### src/rtl/pwb_pkg.sv
package pwb_pkg;
  localparam int PTR_W      = 5;
  localparam int PAGE_BYTES = 1 << PTR_W;
  typedef logic [PTR_W-1:0] pos_t;
endpackage

### src/rtl/pwb_addr_track.sv
module pwb_addr_track
  import pwb_pkg::*;
#(
  parameter int ADDR_W = 12
) (
  input  logic              clk,
  input  logic              rst_n,
  input  logic              busy_i,
  input  logic              start_acc_i,
  input  logic [ADDR_W-1:0] start_addr_i,
  input  logic              byte_acc_i,
  output logic [ADDR_W-PTR_W-1:0] base_o,
  output pos_t              ptr_o
);
  localparam int BASE_W = ADDR_W - PTR_W;

  logic [BASE_W-1:0] base_q, base_d;
  pos_t              ptr_q, ptr_d;

  always_comb begin
    base_d = base_q;
    ptr_d  = ptr_q;
    if (start_acc_i) begin
      base_d = start_addr_i[ADDR_W-1:PTR_W];
      ptr_d  = start_addr_i[PTR_W-1:0];
    end else if (byte_acc_i) begin
      ptr_d  = ptr_q + 1'b1;
    end
  end

  always_ff @(posedge clk or negedge rst_n) begin
    if (!rst_n) begin
      base_q <= '0;
      ptr_q  <= '0;
    end else begin
      base_q <= base_d;
      ptr_q  <= ptr_d;
    end
  end

  assign base_o = base_q;
  assign ptr_o  = ptr_q;


  ptr_step_chk: assert property (@(posedge clk) disable iff (!rst_n)
    byte_acc_i |=> (ptr_q == $past(ptr_q) + 1'b1) && $stable(base_q));

  busy_freeze_chk: assert property (@(posedge clk) disable iff (!rst_n)
    busy_i |=> $stable(base_q) && $stable(ptr_q));
endmodule

### src/rtl/pwb_page_store.sv
module pwb_page_store
  import pwb_pkg::*;
#(
  parameter int DATA_W = 8
) (
  input  logic              clk,
  input  logic              rst_n,
  input  logic              wr_en_i,
  input  pos_t              wr_idx_i,
  input  logic [DATA_W-1:0] wr_data_i,
  input  logic              clr_all_i,
  input  logic              clr_en_i,
  input  pos_t              clr_idx_i,
  input  pos_t              rd_idx_i,
  output logic [DATA_W-1:0] rd_data_o,
  output logic              rd_vld_o,
  output logic              any_vld_o
);
  logic [DATA_W-1:0]     dat_q [PAGE_BYTES];
  logic [PAGE_BYTES-1:0] vld_q, vld_d;

  for (genvar g = 0; g < PAGE_BYTES; g++) begin : g_entry
    logic hit_wr;
    assign hit_wr = wr_en_i && (wr_idx_i == pos_t'(g));
    always_ff @(posedge clk) begin
      if (hit_wr) dat_q[g] <= wr_data_i;
    end
    always_comb begin
      vld_d[g] = vld_q[g];
      if (clr_all_i) vld_d[g] = 1'b0;
      else if (hit_wr) vld_d[g] = 1'b1;
      else if (clr_en_i && clr_idx_i == pos_t'(g)) vld_d[g] = 1'b0;
    end
  end

  always_ff @(posedge clk or negedge rst_n) begin
    if (!rst_n) vld_q <= '0;
    else        vld_q <= vld_d;
  end

  assign rd_data_o = dat_q[rd_idx_i];
  assign rd_vld_o  = vld_q[rd_idx_i];
  assign any_vld_o = |vld_q;


  clr_after_commit_chk: assert property (@(posedge clk) disable iff (!rst_n)
    clr_en_i && !wr_en_i && !clr_all_i |=> !vld_q[$past(clr_idx_i)]);

  start_discard_chk: assert property (@(posedge clk) disable iff (!rst_n)
    clr_all_i |=> (vld_q == '0));
endmodule

### src/rtl/pwb_commit_seq.sv
module pwb_commit_seq
  import pwb_pkg::*;
#(
  parameter int WRITE_CYCLES = 48
) (
  input  logic clk,
  input  logic rst_n,
  input  logic stop_i,
  input  logic any_vld_i,
  input  logic pos_vld_i,
  output logic busy_o,
  output pos_t scan_idx_o,
  output logic we_o
);
  localparam int TMR_W = $clog2(WRITE_CYCLES + 1);
  localparam logic [TMR_W-1:0] LAST = TMR_W'(WRITE_CYCLES - 1);
  localparam logic [TMR_W-1:0] SCAN = TMR_W'(PAGE_BYTES);

  logic             busy_q, busy_d;
  logic [TMR_W-1:0] tmr_q, tmr_d;
  logic             in_scan;

  always_comb begin
    busy_d = busy_q;
    tmr_d  = tmr_q;
    if (!busy_q) begin
      if (stop_i && any_vld_i) begin
        busy_d = 1'b1;
        tmr_d  = '0;
      end
    end else if (tmr_q == LAST) begin
      busy_d = 1'b0;
      tmr_d  = '0;
    end else begin
      tmr_d  = tmr_q + 1'b1;
    end
  end

  always_ff @(posedge clk or negedge rst_n) begin
    if (!rst_n) begin
      busy_q <= 1'b0;
      tmr_q  <= '0;
    end else begin
      busy_q <= busy_d;
      tmr_q  <= tmr_d;
    end
  end

  assign in_scan    = busy_q && (tmr_q < SCAN);
  assign scan_idx_o = tmr_q[PTR_W-1:0];
  assign we_o       = in_scan && pos_vld_i;
  assign busy_o     = busy_q;


  busy_cause_chk: assert property (@(posedge clk) disable iff (!rst_n)
    $rose(busy_q) |-> $past(stop_i && any_vld_i) && (tmr_q == '0));

  empty_stop_chk: assert property (@(posedge clk) disable iff (!rst_n)
    !busy_q && !any_vld_i |=> !busy_q);

  scan_order_chk: assert property (@(posedge clk) disable iff (!rst_n)
    busy_q && (tmr_q != LAST) |=> busy_q && (tmr_q == $past(tmr_q) + 1'b1));

  we_in_busy_chk: assert property (@(posedge clk) disable iff (!rst_n)
    we_o |-> busy_q && $past(busy_q || stop_i));
endmodule

### src/rtl/pwb_page_ctrl.sv
module pwb_page_ctrl
  import pwb_pkg::*;
#(
  parameter int ADDR_W       = 12,
  parameter int DATA_W       = 8,
  parameter int WRITE_CYCLES = 48
) (
  input  logic              clk,
  input  logic              rst_n,
  input  logic              txn_start,
  input  logic [ADDR_W-1:0] start_addr,
  input  logic              byte_vld,
  input  logic [DATA_W-1:0] byte_data,
  input  logic              stop,
  output logic [ADDR_W-1:0] prot_addr,
  input  logic              prot_ok,
  output logic              busy,
  output logic              mem_we,
  output logic [ADDR_W-1:0] mem_addr,
  output logic [DATA_W-1:0] mem_wdata
);
  localparam int BASE_W = ADDR_W - PTR_W;

  logic              busy_w, start_acc, byte_acc, stop_acc, we_w;
  logic              any_vld, pos_vld;
  logic [BASE_W-1:0] base;
  pos_t              ptr, scan_idx;
  logic [DATA_W-1:0] rd_data;

  assign start_acc = txn_start && !busy_w;
  assign byte_acc  = byte_vld && !txn_start && !busy_w;
  assign stop_acc  = stop && !busy_w;

  pwb_addr_track #(.ADDR_W(ADDR_W)) u_addr (
    .clk(clk), .rst_n(rst_n), .busy_i(busy_w),
    .start_acc_i(start_acc), .start_addr_i(start_addr),
    .byte_acc_i(byte_acc), .base_o(base), .ptr_o(ptr));

  pwb_page_store #(.DATA_W(DATA_W)) u_store (
    .clk(clk), .rst_n(rst_n),
    .wr_en_i(byte_acc && prot_ok), .wr_idx_i(ptr), .wr_data_i(byte_data),
    .clr_all_i(start_acc), .clr_en_i(we_w), .clr_idx_i(scan_idx),
    .rd_idx_i(scan_idx), .rd_data_o(rd_data), .rd_vld_o(pos_vld),
    .any_vld_o(any_vld));

  pwb_commit_seq #(.WRITE_CYCLES(WRITE_CYCLES)) u_seq (
    .clk(clk), .rst_n(rst_n), .stop_i(stop_acc), .any_vld_i(any_vld),
    .pos_vld_i(pos_vld), .busy_o(busy_w), .scan_idx_o(scan_idx), .we_o(we_w));

  assign prot_addr = {base, ptr};
  assign busy      = busy_w;
  assign mem_we    = we_w;
  assign mem_addr  = {base, scan_idx};
  assign mem_wdata = rd_data;


  reset_idle_chk: assert property (@(posedge clk) disable iff (!rst_n)
    $rose(rst_n) |-> !busy && !mem_we);

  commit_page_chk: assert property (@(posedge clk) disable iff (!rst_n)
    busy && $past(busy) |-> $stable(mem_addr[ADDR_W-1:PTR_W]));
endmodule

### config.mk
export PLATFORM = sky130hd
export DESIGN_NAME = pwb_page_ctrl
export DESIGN_NICKNAME = d
export VERILOG_FILES = /design/src/rtl/pwb_pkg.sv /design/src/rtl/pwb_addr_track.sv /design/src/rtl/pwb_page_store.sv /design/src/rtl/pwb_commit_seq.sv /design/src/rtl/pwb_page_ctrl.sv
export SDC_FILE = /design/constraint.sdc
export NUM_CORES = 1
export LEC_CHECK = 0
export BUFFER_PORTS_ARGS = -buffer_cell sky130_fd_sc_hd__clkbuf_2
export CAP_MARGIN = 20
export CORE_MARGIN = 2
export CORE_UTILIZATION = 35
export CTS_CLUSTER_DIAMETER = 60
export DETAILED_ROUTE_END_ITERATION = 8
export GPL_TIMING_DRIVEN = 0
export PLACE_DENSITY = 0.49
export SYNTH_ARGS = -nofsm -noshare
export SYNTH_HDL_FRONTEND = slang
export SYNTH_SLANG_ARGS = --single-unit
### constraint.sdc
create_clock -name clk -period 3.9 [get_ports clk]
set_clock_uncertainty 0.2 [all_clocks]
set_input_delay 0.39 -clock clk [delete_from_list [all_inputs] [get_ports clk]]
set_output_delay 0.39 -clock clk [all_outputs]
set_load 0.005 [all_outputs]
* Yosys cells after proc, flatten, opt, wreduce, memory -nomap -nowiden
Memories as Yosys holds them, arrays and structs flattened.
Index checks and enable logic that the tools add are counted.
** Cells by class
- Add/subtract/negate cells :: 2
- Order comparisons :: 2
- Equality and inequality tests :: 63
- Mux-type cells :: 263
- Reduce and logical (&&, ||, !) cells :: 142
** Operators with widths (number)
- $mux 8 :: 31
- $reduce_or 8->1 :: 31
- $mux 1 :: 195
- $mux 5 :: 33
- $eq 5x5->1 const B :: 32
- $reduce_bool 3->1 :: 32
- $eq 5x4->1 const B :: 16
- $logic_and 1x1->1 :: 72
- $eq 5x3->1 const B :: 8
- $reduce_or 32->1 :: 1
- $eq 5x2->1 const B :: 4
- $mux 6 :: 3
- $eq 5x1->1 const B :: 2
- $logic_not 5->1 :: 2
- $add 6x1->6 const B :: 1
- $eq 6x6->1 const B :: 1
- $lt 5x6->1 const B :: 1
- $lt 6x6->1 const B :: 1
- $add 5x1->5 const B :: 1
- $bmux 1 s5 :: 1
- $reduce_bool 2->1 :: 2
- $logic_not 1->1 :: 2
** Word-level totals
- Register bits :: 51
- Bits in writable memories :: 256
- Output and inout bits :: 34
- Word-level logic and storage cells :: 509
- Memories kept :: 1
** Memories
- u_store.dat_q :: depth 32, bits a word 8, rd ports 1, clocked after Yosys merged registers in 0, wr ports 1, RTL line pwb_page_store.sv:19 : logic [DATA_W-1:0] dat_q [PAGE_BYTES];

* Depth between registers and ports, before layout
Gate-level depths: netlist of run 1.
- Word-level depth :: 39
- Gate-level depth with buffers :: 8
- Depth with buffers taken out :: 6

* By module
From an unflattened synthesis of run 1, not the netlist that was laid out.
** Unflattened totals
- Cells, all modules :: 671
- Area total of the unflattened synthesis :: 12620.9 um^2
** By module, submodules not included
- pwb_page_store :: instances 1, cells each 578, area an instance 11584.9 um^2
- pwb_addr_track :: instances 1, cells each 39, area an instance 529.3 um^2
- pwb_commit_seq :: instances 1, cells each 43, area an instance 416.6 um^2
- pwb_page_ctrl :: instances 1, cells each 11, area an instance 90.1 um^2

* Least setup slack after synthesis of run 1
Ideal clock, no wire load.
- Kind :: reg2reg
- Start :: register u_seq.busy_q, in the netlist u_seq.busy_o
- End :: memory u_store.dat_q[19][0] (enable)
- Library setup time :: 398 ps
- Arrival :: 2093 ps
- Required time :: 3302 ps
- Slack :: 1209 ps
- Stages on the path, launching flop included :: 5
- Clock period less this slack :: 2691 ps
- Cells stage by stage :: dfrtp_1 and4bb_2 and2_1 clkbuf_1 nor4bb_1
** Between the ends
- Elaborated cells between the ends (all ways) :: 192
** RTL lines
- start: declaration :: RTL line pwb_commit_seq.sv:19 : logic busy_q, busy_d;
- start signal: assignment :: RTL line pwb_commit_seq.sv:44 : busy_q <= busy_d;
- $logic_not 1->1 (*)
- $logic_and 1x1->1 (*) :: RTL line pwb_page_ctrl.sv:31 : assign byte_acc = byte_vld && !txn_start && !busy_w;
- $logic_and 1x1->1 (*) :: RTL line pwb_page_ctrl.sv:41 : .wr_en_i(byte_acc && prot_ok), .wr_idx_i(ptr), .wr_data_i(byte_data),
- $logic_and 1x1->1 (*) :: RTL line pwb_page_store.sv:24 : assign hit_wr = wr_en_i && (wr_idx_i == pos_t'(g));
- net u_store.g_entry[19].hit_wr :: RTL line pwb_page_store.sv:23 : logic hit_wr;
- $mux 1 (*) :: RTL line pwb_page_store.sv:26 : if (hit_wr) dat_q[g] <= wr_data_i;
- $mux 1 (not written as such) (*) :: RTL line pwb_page_store.sv:26
- $reduce_or 8->1 (no source line)
- $mux 5 (no source line) or $mux 1 (tied branches) (13 in a row)
- end: declaration :: RTL line pwb_page_store.sv:19
Mark *: on every way through the listed nets, which the timed path passes. The rest lies on a longest branch.

* Final worst setup path of run 1
- Start :: register u_seq.tmr_q[1]
- End :: output mem_wdata[5]
** Between the ends
- Cells in the longest elaborated chain, start to end :: 1
** Ends and longest elaborated chain
- start: declaration :: RTL line pwb_commit_seq.sv:20 : logic [TMR_W-1:0] tmr_q, tmr_d;
- start signal: assignment :: RTL line pwb_commit_seq.sv:45 : tmr_q <= tmr_d;
- $mem_v2 32x8
- end: declaration :: RTL line pwb_page_ctrl.sv:20 : output logic [DATA_W-1:0] mem_wdata
Every way passes these cells.

==> results.json, run 1 <==
{
  "grt_pass1_wl_mm": 48.0,
  "ant_nets": 0,
  "period_minus_slack_ps": 3630,
  "wl_per_cell_um": 24.4,
  "critPathArrivalTime_ps": 3040,
  "core_mm2": 0.0363,
  "yosysMostFrequentCell": "edfxtp_1",
  "grt_overflow_total": 0,
  "synth.distinct_cells": 47,
  "hpwlAfterDp_mm": 21.8,
  "cp-start-kind": "flop",
  "drv_slew": 0,
  "cts_root_buffer": "clkbuf_16",
  "grt_antenna_before_repair": 0,
  "fin_crit_sh": 0.931,
  "drv_cap": 0,
  "synth_edf_count": 256,
  "critPathTopFamily": "multiplexers",
  "finalSetupTns_ps": 0,
  "critPathMaxFanout": 10,
  "gp_congestion": 0.856,
  "first_pass_iters": 5,
  "grt_usage": 0.172,
  "worstSetupEndpointType": "primary output",
  "r2r_cells": 6,
  "area_growth_pct": 17.5,
  "power_leakage_nw": 5.23,
  "tightest_slew_ps": 1180,
  "clk_latency_ps": 520,
  "synth_area_mm2": 0.0128,
  "async_flop_share": 0.166,
  "crit_buf_inv": 3,
  "viasPerCell": 5.39,
  "hold_path_class": "in2reg",
  "vdd_drop_max_v": 0.000265,
  "finalSetupViolCount": 0,
  "cts_inserted_buffers": 34,
  "die-area_mm2": 0.0382,
  "yosysWarnings": 0,
  "cts_sinks": 307,
  "start_util": 0.353,
  "vias": 7076,
  "io_pins": 60,
  "die_w_um": 195,
  "max_freq_ghz": 0.275,
  "clock_path_buffers": 3,
  "die_height_um": 195,
  "slowest_delay_ps": 530,
  "drive_above_1_share": 0.299,
  "rsz0062_at_grt": "no",
  "slew_headroom": 0.211,
  "grt_pass1_vias": 7350,
  "rows": 70,
  "cp_num_cells": 7,
  "holdWs_ps": 19.6,
  "routed_wl_mm": 32.1,
  "tritoncts": "done",
  "synthCells": 708,
  "cellPowerDensity_mw_per_mm2": 462,
  "synth_common_cells": "edfxtp_1 (256), mux4_2 (86), nand2_1 (59), dfrtp_1 (51), a21oi_1 (23)",
  "cts.clk_slew.worst_paths_ps": 60,
  "numPortBuffers": 59,
  "worstPathCellList": "buf_2 > buf_2 > mux4_2 > mux4_2 > nand2_1 > nand2_1 > clkbuf_2",
  "finalNetCount": 859,
  "min_path_cells": 3,
  "synth_top_area_frac": 0.599,
  "finalHoldViolations": 0,
  "drt-initial-drc-count": 551,
  "synth_flop_cell": "edfxtp_1",
  "synth_nets": 746,
  "cp_slowest_cell": "dfrtp_1",
  "htreeDepth": 2,
  "grt_max_degree": 36,
  "ys_seq_elements": 307,
  "drc": 0,
  "outcome": "finished, final reports clean",
  "fillers": 3218,
  "synth.largest_area_cell": "edfxtp_1",
  "ys_seq_area_frac": 0.699,
  "num_antenna_cells": 0,
  "synth_area_per_cell_um2": 18.1,
  "critical_path_class": "reg2out",
  "cts_setup_buffers": 0,
  "required_ps": 3310,
  "synth.area.top_cells": "edfxtp_1 (60%), mux4_2 (15%), dfrtp_1 (10%)"
}
registers in the layout, indices dropped and copies added (netlist names):
| register | flops |
|---|---|
| u_addr.base_o | 7 |
| u_store.vld_q | 32 |
| u_seq.tmr_q | 6 |
| u_addr.ptr_o | 5 |
| u_seq.busy_o | 1 |
| u_store.dat_q | 256 |
worst paths after layout:
| path | start | slack (ps) | end |
|---|---|---|---|
| worst max-delay path | u_seq.tmr_q[1]$_DFFE_PN0P_ | 270 | mem_wdata[5] |
| worst min-delay path | start_addr[0] | 20 | u_addr.ptr_o[0]$_DFFE_PN0P_ |
| worst max register to register | u_addr.ptr_o[1]$_DFFE_PN0P_ | 840 | u_store.vld_q[21]$_DFFE_PN0P_ |
| worst min register to register | u_addr.base_o[5]$_DFFE_PN0P_ | 320 | u_addr.base_o[5]$_DFFE_PN0P_ |
| max in group asynchronous | rst_n | 2790 | u_addr.ptr_o[3]$_DFFE_PN0P_ |
| min in group asynchronous | rst_n | 160 | u_addr.base_o[2]$_DFFE_PN0P_ |
cell type report:
cell class                 instances  area, um2  share of cell area
sequential                       307       8960               0.595
clock buffer                      47        997              0.0662
multi-input combinational        340       3540               0.235
timing repair buffer              77        482              0.0320
tap                              468        586              0.0389
inverter                           8       30.0             0.00199
clock inverter                    13        149             0.00988
buffer                            53        320              0.0213
routing by layer:
| layer | up-vias | global-route usage | share of wire |
|---|---|---|---|
| met5 | - | 0 | 0 |
| met4 | 0 | 0.0509 | 0.024 |
| met3 | 56 | 0.0273 | 0.047 |
| met2 | 217 | 0.288 | 0.49 |
| met1 | 3735 | 0.232 | 0.44 |
| li1 | 3068 | - | - |
per-stage QoR:
| stage | worst slack, ps | utilization | instance area (um2) | total power [mW] | cells |
|---|---|---|---|---|---|
| 6_report | 267 | 0.415 | 15100 | 6.96 | 1313 |
| 2_1_floorplan | 1210 | - | 12800 | 3.67 | 708 |
| 3_3_place_gp | 37.5 | 0.377 | 13700 | 3.76 | 1235 |
| 5_1_grt | 148 | 0.415 | 15100 | 7.17 | 1313 |
| 4_1_cts | 9.45 | 0.414 | 15000 | 7.03 | 1310 |
| 3_5_place_dp | 487 | 0.379 | 13800 | 3.77 | 1239 |
where the power goes:
group	total, mW	leakage, nW	internal (mW)	switching [mW]
combinational	0.135	1.69	0.0395	0.0950
clock	3.25	0.567	1.99	1.26
sequential	3.57	2.98	3.56	0.0102
logic make-up (layout without fill, tap and decap cells):
logic type,after synthesis,count (layout),share of synthesized area
DFF,307,307,0.699
and+or+nand+nor,151,151,0.0596
muxes,91,91,0.155
AOI/OAI and AO/OA,85,85,0.0474
buffers and inverters,61,198,0.0267
adders and majority gates,12,12,0.0117
xor gates and xnor gates,1,1,0.000683
cell usage in the layout, fill, tap and decap left out, types with 15 or more instances in the layout:
cell type,count
nor2_1,20
a211oi_1,18
a21oi_1,23
clkbuf_1,26
nand2_1,59
clkbuf_2,63
mux4_2,86
clkbuf_16,37
edfxtp_1,256
and2_1,19
o21ai_0,15
buf_4,17
dfrtp_1,51
worst reg2reg max path: cells and delay by family, from the launching register on:
kind            cells  cell delay [ps]
simple gates        2             1190
buf+inv             2              690
fa+ha+maj           1              140
compound gates      1              340
flops               1              450
repair_timing:
action                                  4_1_cts  5_1_grt
hold buffers                                 11        0
resized for setup                             2        5
hold endpoints to repair                     49        0
endpoints found under the setup margin        7        8
No activity file was read; power rests on OpenSTA's default activity.
==> run 2: changes to the inputs <==
- ABC_AREA: default -> 1
==> results.json, run 2 <==
{
  "synth_common_cells": "edfxtp_1 (256), nor2_1 (237), nand2_1 (170), o21ai_0 (139), inv_1 (71)",
  "grt_overflow_total": 0,
  "postLayoutCellArea_mm2": 0.0159,
  "cts_root_buffer": "clkbuf_16",
  "finalNetCount": 1414,
  "synth_nets": 1279,
  "cts_sinks": 307,
  "regMostFlops": "u_store.dat_q",
  "critPathArrivalTime_ps": 3270,
  "clock_path_buffers": 3,
  "drv_cap": 0,
  "hold_path_class": "in2reg",
  "worstSetupEndpointType": "primary output",
  "grt_antenna_before_repair": 0,
  "fin_util": 0.420,
  "hpwlAfterDp_mm": 30.4,
  "place_inst": 1833,
  "largest_register_ffs": 256,
  "ys_seq_elements": 307,
  "synth_simple_gate_area_frac": 0.147,
  "finalSetupViolCount": 0,
  "required_ps": 3310,
  "drt-initial-drc-count": 862,
  "worstReg2RegEnd": "u_store.dat_q[17][6]$_DFFE_PP_",
  "cts_setup_buffers": 0,
  "final_cells": 1914,
  "clk_latency_ps": 530,
  "drv_slew": 0,
  "yosys.area_share.adder": 0.0112,
  "rows": 71,
  "yosysMostFrequentCell": "edfxtp_1",
  "yosysWarnings": 0,
  "fin_crit_sh": 0.990,
  "outcome": "finished, final reports clean",
  "cts.clk_slew.worst_paths_ps": 60,
  "min_path_cells": 5,
  "grt_max_degree": 33,
  "synth_area_mm2": 0.0134,
  "synth.largest_area_cell": "edfxtp_1",
  "synth_flop_cell": "edfxtp_1",
  "r2r_start": "u_seq.busy_o$_DFF_PN0_",
  "rsz0062_at_grt": "yes",
  "die_height_um": 200,
  "core_mm2": 0.0378,
  "tritoncts": "done",
  "first_pass_iters": 5,
  "numPortBuffers": 59,
  "wl_per_cell_um": 22.8,
  "period_minus_slack_ps": 3860,
  "async_flop_share": 0.166,
  "num_antenna_cells": 0,
  "grt_pass1_vias": 9532,
  "cts_inserted_buffers": 36,
  "area_growth_pct": 18.2,
  "synthCells": 1241,
  "finalHoldViolations": 0,
  "routed_wl_mm": 43.6,
  "max_freq_ghz": 0.259,
  "vias": 9853,
  "ys_seq_area_frac": 0.667,
  "synth.area.top_cells": "edfxtp_1 (57%), dfrtp_1 (9.5%), nor2_1 (6.6%)",
  "critical_path_class": "reg2out",
  "mostFrequentLayoutCells": "edfxtp_1 (256), nor2_1 (235), nand2_1 (170)",
  "synth.area.mux_share": 0,
  "synth_area_per_cell_um2": 10.8,
  "synth.distinct_cells": 34,
  "final_common_cell": "edfxtp_1",
  "placed_area_mm2": 0.0146,
  "vdd_drop_max_v": 0.000296,
  "io_pins": 60,
  "viasPerCell": 5.15,
  "grt_pass1_wl_mm": 63.6,
  "synth_edf_count": 256,
  "htreeDepth": 2,
  "grt_usage": 0.223,
  "synth_compound_area_frac": 0.119,
  "start_util": 0.356,
  "gp_congestion": 0.884,
  "critPathMaxFanout": 10,
  "hold_start": "start_addr[0]",
  "die-area_mm2": 0.0400,
  "synth_top_family_by_area": "simple AND/OR/NAND/NOR gates",
  "slew_headroom": 0.236,
  "die_w_um": 200,
  "power_leakage_nw": 5.95,
  "drc": 0,
  "reg2reg_setup_slack_ps": 870,
  "r2r_cells": 7,
  "holdPathEnd": "u_addr.ptr_o[0]$_DFFE_PN0P_",
  "drive_above_1_share": 0.162,
  "synth_top_area_frac": 0.572,
  "synth-xor-area-share": 0.00130,
  "cellPowerDensity_mw_per_mm2": 438,
  "ant_nets": 0,
  "tightest_slew_ps": 1140,
  "cp-start-kind": "flop"
}
==> run 2: power breakdown <==
group          internal, mW  total (mW)  leakage, nW  switching (mW)
clock network          1.80        3.15        0.546            1.35
registers              3.57        3.59         2.99          0.0149
logic                0.0622       0.203         2.42           0.141
total                  5.44        6.94         5.95            1.51
==> run 2: layer usage <==
layer | vias up | GRT usage | wire length (um)
li1 | 4591 | - | -
met1 | 4838 | 0.303 | 18800
met2 | 362 | 0.373 | 20900
met3 | 62 | 0.0323 | 2710
met4 | 0 | 0.0615 | 1110
met5 | - | 0 | 0
==> run 2: how the worst max path moves through the flow <==
stage | start | to | slack, ps | cells after the start
after detailed placement | u_seq.tmr_q[1]$_DFFE_PN0P_ | mem_wdata[6] | 330 | 8
after global placement | u_seq.tmr_q[0]$_DFFE_PN0P_ | mem_wdata[0] | 350 | 9
after global routing | u_seq.tmr_q[0]$_DFFE_PN0P_ | mem_wdata[2] | -8 | 11
after CTS | u_seq.tmr_q[0]$_DFFE_PN0P_ | mem_wdata[6] | 20 | 10
after floorplan | u_seq.tmr_q[0]$_DFFE_PN0P_ | mem_wdata[6] | 1670 | 10
final | u_seq.tmr_q[1]$_DFFE_PN0P_ | mem_wdata[3] | 40 | 10
==> run 2: critical path, cell delays in order, from the launching register on <==
cell and delay, ps:
dfrtp_2 530, buf_2 390, buf_2 380, buf_2 350, o21ai_0 140, o22ai_1 220
nand2_1 80, nand4_1 200, nand2_1 110, nand2_1 190, clkbuf_2 140
==> run 2: per-stage QoR <==
step / hold slack, ps / TNS, ps / power (mW) / worst slack (ps)
6_report: 15.5 / 0 / 6.94 / 39.6
5_1_grt: 79.7 / -7.69 / 7.16 / -7.69
4_1_cts: 3.47 / 0 / 7.00 / 24.5
3_5_place_dp: 284 / 0 / 3.85 / 330
3_3_place_gp: 283 / 0 / 3.85 / 348
2_1_floorplan: -106 / 0 / 3.74 / 1670
==> run 2: what timing repair did <==
action	CTS	global route
gates resized for setup	8	10
hold buffers	11	0
setup endpoints to repair	8	5
hold endpoints to repair	35	0
==> run 2: kinds of logic after synthesis <==
| kind of cell | Yosys count |
|---|---|
| AND/OR/NAND/NOR | 484 |
| flip-flops | 307 |
| AO/OA/AOI/OAI | 277 |
| buffers and inverters | 159 |
| adder cells (fa/ha/maj) | 12 |
| XOR/XNOR | 2 |
==> run 2: cell type report <==
class                      count  area [um2]
inverter                      76         285
buffer                        83         457
timing repair buffer          97         673
clock inverter                22         163
clock buffer                  43         937
multi-input combinational    775        3750
tap                          511         639
sequential                   307        8960
fill                        3693       21900
==> run 3: changes to the inputs <==
- CORE_UTILIZATION: 35 -> 40
- PLACE_DENSITY: 0.49 -> 0.55
==> results.json, run 3 (same netlist as run 2, synthesis figures left out) <==
{
  "r2r_cells": 6,
  "crit_top_cell": "nand2_1",
  "drv_cap": 0,
  "cp_slowest_cell": "clkbuf_1",
  "start_util": 0.404,
  "grt_antenna_before_repair": 0,
  "grt_usage": 0.242,
  "slowest_delay_ps": 600,
  "holdWs_ps": 52.8,
  "finalSetupTns_ps": 0,
  "rows": 67,
  "cts.clk_slew.worst_paths_ps": 60,
  "outcome": "finished, final reports clean",
  "drive_above_1_share": 0.155,
  "holdPathEnd": "u_addr.ptr_o[3]$_DFFE_PN0P_",
  "worstPathCellList": "buf_4 > buf_4 > buf_2 > clkbuf_1 > nor2_1 > o22ai_1 > nand2_1 > nand4_1 > nand2_1 > nand2_1 > clkbuf_2",
  "routed_wl_mm": 42.3,
  "reg2reg_setup_slack_ps": 950,
  "worst_slack_ps": 118,
  "hold_start": "start_addr[3]",
  "tritoncts": "done",
  "finalSetupViolCount": 0,
  "htreeDepth": 2,
  "final_common_cell": "edfxtp_1",
  "finalHoldViolations": 0,
  "dp_slack_ps": 547,
  "drc": 0,
  "hold_path_class": "in2reg",
  "worstSetupEndpointType": "primary output",
  "grt_overflow_total": 0,
  "cts_inserted_buffers": 36,
  "finalPower_mw": 7.01,
  "largest_register_ffs": 256,
  "postLayoutCellArea_mm2": 0.0158,
  "drv_slew": 0,
  "num_antenna_cells": 0,
  "fin_crit_sh": 0.970,
  "io_pins": 60,
  "core_mm2": 0.0333,
  "grt_max_degree": 33,
  "viasPerCell": 5.40,
  "power_leakage_nw": 5.92,
  "wl_per_cell_um": 22.9,
  "ant_nets": 0,
  "rsz0062_at_grt": "no",
  "clk_latency_ps": 520,
  "die-area_mm2": 0.0351,
  "clock_path_buffers": 3,
  "max_freq_ghz": 0.264,
  "cp-start-kind": "flop",
  "first_pass_iters": 5,
  "min_path_cells": 3,
  "critPathMaxFanout": 10,
  "critical_path_class": "reg2out",
  "die_w_um": 187,
  "placed_area_mm2": 0.0145,
  "numPortBuffers": 59,
  "tightest_slew_ps": 1140,
  "hpwlAfterDp_mm": 29.0,
  "required_ps": 3310,
  "worstReg2RegEnd": "u_store.dat_q[21][2]$_DFFE_PP_",
  "grt_pass1_vias": 9700,
  "cts_root_buffer": "clkbuf_16",
  "finalNetCount": 1412,
  "period_minus_slack_ps": 3780,
  "grt_pass1_wl_mm": 62.2,
  "cts_setup_buffers": 0,
  "r2r_start": "u_seq.busy_o$_DFF_PN0_",
  "regMostFlops": "u_store.dat_q",
  "drt-initial-drc-count": 1051,
  "die_height_um": 187,
  "cellPowerDensity_mw_per_mm2": 444,
  "cts_sinks": 307,
  "area_growth_pct": 17.5,
  "mostFrequentLayoutCells": "edfxtp_1 (256), nor2_1 (235), nand2_1 (170)",
  "critPathArrivalTime_ps": 3190,
  "vdd_drop_max_v": 0.000268,
  "slew_headroom": 0.234,
  "vias": 9970,
  "gp_congestion": 0.910
}
## run 3: changes by cell type in the layout (fill, tap and decap cells not counted), moves of 2 or more
cell / previous run / this run
buf_4: 31 / 27
clkbuf_2: 69 / 66
clkbuf_1: 26 / 35
buf_6: 14 / 16
clkinv_2: 8 / 4
clkinv_1: 9 / 6
## run 3: worst max-delay path by stage
stage | from | end | slack [ps] | depth (start not counted)
2_1_floorplan | u_seq.tmr_q[0]$_DFFE_PN0P_ | mem_wdata[6] | 1670 | 10
3_3_place_gp | u_seq.tmr_q[1]$_DFFE_PN0P_ | mem_wdata[3] | 530 | 10
3_5_place_dp | u_seq.tmr_q[1]$_DFFE_PN0P_ | mem_wdata[1] | 550 | 8
4_1_cts | u_seq.tmr_q[2]$_DFFE_PN0P_ | mem_wdata[0] | 1 | 9
5_1_grt | u_seq.tmr_q[1]$_DFFE_PN0P_ | mem_wdata[3] | 20 | 9
6_report | u_seq.tmr_q[0]$_DFFE_PN0P_ | mem_wdata[3] | 120 | 11
## run 3: what timing repair did
action | in CTS | in global routing
resized for setup | 2 | 10
setup endpoints to repair | 3 | 7
hold buffers | 12 | 0
endpoints found under the hold margin | 34 | 0
## run 3: worst max-delay path, delay by kind of cell, from the launching register on
family	cells	cell delay, ps
flops	1	420
simple gates	5	600
buf+inv	5	1390
compound gates	1	240
## run 3: cell type report
class	count	area [um2]
plain buffers	83	449
clock buffers	49	981
clock inverters	15	133
fillers	3117	17500
inverters	76	285
multi-input cells	775	3750
flip-flops and latches	307	8960
well taps	448	561
repair buffers	95	661
## run 3: layer usage
| layer | GRT usage | share of wire | up-vias |
|---|---|---|---|
| met3 | 0.0340 | 0.074 | 77 |
| met5 | 0 | 0 | - |
| li1 | - | - | 4579 |
| met2 | 0.396 | 0.47 | 420 |
| met4 | 0.0958 | 0.037 | 0 |
| met1 | 0.326 | 0.42 | 4894 |
## run 3: power by group
part | leakage [nW] | internal [mW] | total, mW | switching [mW]
logic | 2.39 | 0.0625 | 0.202 | 0.139
clock network | 0.541 | 1.90 | 3.22 | 1.32
registers | 2.99 | 3.57 | 3.59 | 0.0144
## run 3: metrics by stage
stage / cells / util
after global routing: 1848 / 0.474
after CTS: 1845 / 0.473
after global placement: 1748 / 0.429
final: 1848 / 0.474
after floorplan: 1241 / -
after detailed placement: 1769 / 0.436
